**config.mk**
```make
export PLATFORM = sky130hd
export DESIGN_NAME = pxp_port_bank
export DESIGN_NICKNAME = d
export VERILOG_FILES = /design/src/rtl/pxp_pkg.sv /design/src/rtl/pxp_reg_store.sv /design/src/rtl/pxp_read_path.sv /design/src/rtl/pxp_pin_drive.sv /design/src/rtl/pxp_port_bank.sv
export SDC_FILE = /design/constraint.sdc
export NUM_CORES = 1
export LEC_CHECK = 0
export BUFFER_PORTS_ARGS = -buffer_cell sky130_fd_sc_hd__buf_4
export CORE_MARGIN = 2
export CORE_UTILIZATION = 50
export DETAILED_ROUTE_END_ITERATION = 7
export PLACE_DENSITY_LB_ADDON = 0.05
export SETUP_SLACK_MARGIN = 0.15
export SLEW_MARGIN = 40
export SYNTH_ARGS = -nofsm -noshare
export SYNTH_HDL_FRONTEND = slang
export SYNTH_SLANG_ARGS = --single-unit
```
**constraint.sdc**
```tcl
create_clock -name clk -period 1.3 [get_ports clk]
set_input_delay 0.065 -clock clk [delete_from_list [all_inputs] [get_ports clk]]
set_output_delay 0.065 -clock clk [all_outputs]
set_load 0.03 [all_outputs]
```
**src/rtl/pxp_pkg.sv**
```systemverilog
package pxp_pkg;

    localparam int unsigned PORT_W = 8;

    typedef enum logic [1:0] {
        SEL_IN  = 2'd0,
        SEL_OUT = 2'd1,
        SEL_POL = 2'd2,
        SEL_DIR = 2'd3
    } reg_sel_e;

    typedef struct packed {
        logic to_out;
        logic to_pol;
        logic to_dir;
    } wr_hit_t;

    function automatic wr_hit_t decode_write(logic wr, reg_sel_e sel);
        wr_hit_t h;
        h.to_out = wr && (sel == SEL_OUT);
        h.to_pol = wr && (sel == SEL_POL);
        h.to_dir = wr && (sel == SEL_DIR);
        return h;
    endfunction

endpackage

```
**src/rtl/pxp_reg_store.sv**
```systemverilog
module pxp_reg_store
    import pxp_pkg::*;
#(
    parameter int unsigned W = 8
) (
    input  logic         clk,
    input  logic         rst,
    input  logic         wr_en,
    input  reg_sel_e     sel,
    input  logic [W-1:0] wr_data,
    output logic [W-1:0] out_q,
    output logic [W-1:0] pol_q,
    output logic [W-1:0] dir_q
);

    localparam logic [W-1:0] ONES  = '1;
    localparam logic [W-1:0] ZEROS = '0;

    wr_hit_t hit;
    assign hit = decode_write(wr_en, sel);

    always_ff @(posedge clk) begin
        if (rst) begin
            out_q <= ONES;
            pol_q <= ZEROS;
            dir_q <= ONES;
        end else begin
            if (hit.to_out) out_q <= wr_data;
            if (hit.to_pol) pol_q <= wr_data;
            if (hit.to_dir) dir_q <= wr_data;
        end
    end

    assert_defaults_R1: assert property (@(posedge clk) disable iff (rst)
        $fell(rst) |-> (out_q == ONES && pol_q == ZEROS && dir_q == ONES));

    assert_write_lands_R2: assert property (@(posedge clk) disable iff (rst)
        (wr_en && sel == SEL_POL) |=> (pol_q == $past(wr_data)));

    assert_idx0_ignored_R6: assert property (@(posedge clk) disable iff (rst)
        (wr_en && sel == SEL_IN) |=> ($stable(out_q) && $stable(pol_q) && $stable(dir_q)));

endmodule

```
**src/rtl/pxp_read_path.sv**
```systemverilog
module pxp_read_path
    import pxp_pkg::*;
#(
    parameter int unsigned W = 8
) (
    input  logic         clk,
    input  logic         rst,
    input  logic         rd_en,
    input  reg_sel_e     sel,
    input  logic [W-1:0] pin_lvl,
    input  logic [W-1:0] out_q,
    input  logic [W-1:0] pol_q,
    input  logic [W-1:0] dir_q,
    output logic [W-1:0] rd_q
);

    always_ff @(posedge clk) begin
        if (rst) begin
            rd_q <= '0;
        end else if (rd_en) begin
            case (sel)
                SEL_IN:  rd_q <= pin_lvl ^ pol_q;
                SEL_OUT: rd_q <= out_q;
                SEL_POL: rd_q <= pol_q;
                default: rd_q <= dir_q;
            endcase
        end
    end

    assert_input_view_R4: assert property (@(posedge clk) disable iff (rst)
        (rd_en && sel == SEL_IN) |=> (rd_q == ($past(pin_lvl) ^ $past(pol_q))));

    assert_out_readback_R5: assert property (@(posedge clk) disable iff (rst)
        (rd_en && sel == SEL_OUT) |=> (rd_q == $past(out_q)));

    assert_read_hold_R8: assert property (@(posedge clk) disable iff (rst)
        !rd_en |=> $stable(rd_q));

endmodule

```
**src/rtl/pxp_pin_drive.sv**
```systemverilog
module pxp_pin_drive #(
    parameter int unsigned W = 8
) (
    input  logic [W-1:0] out_q,
    input  logic [W-1:0] dir_q,
    output logic [W-1:0] pin_oe,
    output logic [W-1:0] pin_out
);

    for (genvar b = 0; b < W; b++) begin : g_pin
        assign pin_oe[b]  = ~dir_q[b];
        assign pin_out[b] = out_q[b];
    end

endmodule

```
**src/rtl/pxp_port_bank.sv**
```systemverilog
module pxp_port_bank
    import pxp_pkg::*;
#(
    parameter int unsigned WIDTH = PORT_W
) (
    input  logic             clk,
    input  logic             rst,
    input  logic [1:0]       reg_idx,
    input  logic             wr_en,
    input  logic [WIDTH-1:0] wr_data,
    input  logic             rd_en,
    input  logic [WIDTH-1:0] pin_lvl,
    output logic [WIDTH-1:0] rd_data,
    output logic [WIDTH-1:0] pin_oe,
    output logic [WIDTH-1:0] pin_out
);

    reg_sel_e         sel;
    logic [WIDTH-1:0] out_q;
    logic [WIDTH-1:0] pol_q;
    logic [WIDTH-1:0] dir_q;

    assign sel = reg_sel_e'(reg_idx);

    pxp_reg_store #(.W(WIDTH)) store_i (
        .clk     (clk),
        .rst     (rst),
        .wr_en   (wr_en),
        .sel     (sel),
        .wr_data (wr_data),
        .out_q   (out_q),
        .pol_q   (pol_q),
        .dir_q   (dir_q)
    );

    pxp_read_path #(.W(WIDTH)) read_i (
        .clk     (clk),
        .rst     (rst),
        .rd_en   (rd_en),
        .sel     (sel),
        .pin_lvl (pin_lvl),
        .out_q   (out_q),
        .pol_q   (pol_q),
        .dir_q   (dir_q),
        .rd_q    (rd_data)
    );

    pxp_pin_drive #(.W(WIDTH)) drive_i (
        .out_q   (out_q),
        .dir_q   (dir_q),
        .pin_oe  (pin_oe),
        .pin_out (pin_out)
    );

    assert_dir_to_oe_R3: assert property (@(posedge clk) disable iff (rst)
        (wr_en && reg_idx == 2'd3) |=> (pin_oe == ~$past(wr_data)));

    assert_pin_out_write_R7: assert property (@(posedge clk) disable iff (rst)
        (wr_en && reg_idx == 2'd1) |=> (pin_out == $past(wr_data)));

    assert_pin_out_held_R7: assert property (@(posedge clk) disable iff (rst)
        !(wr_en && reg_idx == 2'd1) |=> $stable(pin_out));

endmodule

```
==> flow_summary.toml <==
[setup_path]
rr_worst_depth = 4
worst_ep_arrival_time_ps = 910
cp_num_cells = 2
cp_max_fo = 2
crit_path_end_kind = "output pin"
crit_required_ps = 1240
crit_buf_inv = 2
path_delay_family = "flip-flops"
worstPathCellList = "inv_1, buf_4"
crit_path_start_kind = "flip-flop"
path_class = "reg -> out"
max_stage_delay_ps = 350
cp_slowest_cell = "dfxtp_1"

[synthesis]
ys_ff_latch = 32
syn_area_um2 = 1500
avgSynthCellArea_um2 = 8.88
netlist_instances = 169
ys.flop_type = "dfxtp_1"
synth-edff-count = 0
ys_top_cells_by_area = "dfxtp_1 43%, mux2i_1 11%, nand2b_1 6.7%, nand2_1 6.3%, a211o_1 4.7%"
synth-seq-area-share_pct = 42.7
synth_nets = 191
yosysTopAreaCell = "dfxtp_1"
synthArstFlopShare_pct = 0
yosysWarnings = 0
synthDistinctLibCells = 18
synth.top_cell.area_share_pct = 42.7

[sta]
rsz0062_at_grt = "false"
fin_crit_sh_pct = 74.7
final.setup_skew_ps = 3.58
post-route-min-period_ps = 971
drv_slew = 0
hold_violations = 0
finalSetupTns_ps = 0
setup_violations = 0
fmax_mhz = 1030
relSlewSlack_pct = 60.7
tightestPinTransition_ps = 587

[power_and_ir_drop]
combPwrFrac_pct = 21.2
power_frac_clock_pct = 28.3
intPower_w = 0.00150
p_sw_w = 0.000599
swShare_pct = 28.5
leakage_nw = 0.949
powerDensity_nw_per_um2 = 1070
seq_power_share_pct = 50.5
ir_drop_mv = 0.720

[route]
wl_um = 3440
vias = 1289
dr.pass1.iters = 6
drc_errors = 3
ant_nets = 0
drt-vias-per-instance = 5.14
avgRoutedWirePerCell_um = 13.7
drt-initial-drc-count = 43

[clocking]
clk_path_buf_depth = 2
clk-insertion-delay-late_ps = 330
root_buffer = "clkbuf_4"
ctsResizeCount = 0
tritoncts = "built"
clk_pin_slew_ps = 100
cts.sinks = 32
cts_made_buffers = 5
htree_levels = 2

[finish]
final_cell_mix = "46 x buf_4, 32 x dfxtp_1, 25 x nand2_1"
stdcell_count = 251
final_common_cell = "buf_4"
layout.nets = 241
stdcell_area_um2 = 1960
drive_gt1_share_pct = 25.5
area_growth_pct = 30.4
antennaDiodeCount = 0

[floorplanning]
num_rows = 19
initial_core_util_pct = 53.5
dieArea_um2 = 3450
dieHeight_um = 58.8
die-width_um = 58.8
core_area_um2 = 2810
io_pins = 46

[global_route]
busiest_layer = "met2"
overflow = 0
antenna_found_initial = 0
grt_max_degree = 33
grt_use_met3_pct = 6.37
grt_pass1_wl_um = 5440
met2_usage_pct = 34.0
grt_pass1_vias = 1200
use_met1_pct = 27.8
globalRouteTotalUtil_pct = 21.3

[run_status]
status = "finished, violations left"
failed_checks = "design-rule violations"

[worst_hold_path]
whs_path_depth = 3
min_path_type = "in -> reg"

[run]
drv_cap = 0

[place]
place_inst = 235
place_area_um2 = 1820
io_buffers = 45
hpwl_um = 2420
place_congestion = 0.737
-- sequential cells by signal (all words and copies together), names as in the netlist --
signal and flops:
store_i.pol_q 8, store_i.dir_q 8, read_i.rd_q 8, store_i.out_q 8
-- worst paths after layout --
check                                start                     endpoint  slack, ps
max          store_i.dir_q[4]$_SDFFE_PP1P_                    pin_oe[4]        330
max reg2reg  store_i.out_q[6]$_SDFFE_PP1P_  read_i.rd_q[6]$_SDFFE_PP0P_        410
min                                  rd_en  read_i.rd_q[4]$_SDFFE_PP0P_         90
min reg2reg    read_i.rd_q[2]$_SDFFE_PP0P_  read_i.rd_q[2]$_SDFFE_PP0P_        470
-- power groups by stage --
stage	Sequential, W	Combinational, W	Clock, W
after detailed placement	0.00109	0.000425	0
after floorplan	0.00114	0.000215	0
after global routing	0.00107	0.000479	0.000636
after global placement	0.00108	0.000415	0
final	0.00106	0.000445	0.000596
after CTS	0.00106	0.000446	0.000609
-- kinds of logic after synthesis --
logic type / after synthesis / synth area share, %
and+or+nand+nor: 69 / 22.9
muxes: 16 / 10.7
AOI/OAI and AO/OA: 24 / 11.3
DFF: 32 / 42.7
buffers and inverters: 20 / 7.76
xor gates and xnor gates: 8 / 4.67
-- timing repair --
item / in CTS / in global routing
buffers inserted: 0 / 0
endpoints found under the hold margin: 24 / 0
hold buffers: 8 / 0
setup endpoints to repair: 0 / 0
-- cell type report --
type | count | area [µm²]
fill | 253 | 848
multi-input combinational | 117 | 743
sequential | 32 | 641
timing repair buffer | 55 | 445
clock buffer | 8 | 58.8
tap | 31 | 38.8
inverter | 8 | 30.0
-- worst min-delay path, cell delays in order --
cell	delay [ps]
buf_4	160
o211ai_1	90
a21oi_1	60
-- cell usage after synthesis (3+ instances only) --
cell	number
dfxtp_1	32
nand2_1	25
mux2i_1	16
nand2b_1	16
nor2_1	15
nand3b_1	9
a211o_1	8
a21oi_1	8
inv_1	8
o211ai_1	8
xnor2_1	8
clkbuf_1	6
buf_6	3
-- per-layer routing --
metal,vias to the layer above,routed length [µm]
li1,654,-
met1,598,1580
met2,31,1630
met3,6,182
met4,0,47
met5,-,0
-- through the flow --
stage          util (%)  worst slack, ps  total power (W)  hold WS [ps]
5_1_grt            69.8              275          0.00218          97.0
3_3_place_gp       64.8              202          0.00150           291
6_report           69.8              329          0.00210          85.6
3_5_place_dp       64.8              130          0.00151           297
2_1_floorplan         -              324          0.00136           159
4_1_cts            69.8              318          0.00212          77.5
Note: power is estimated with default switching activity, not from simulation.
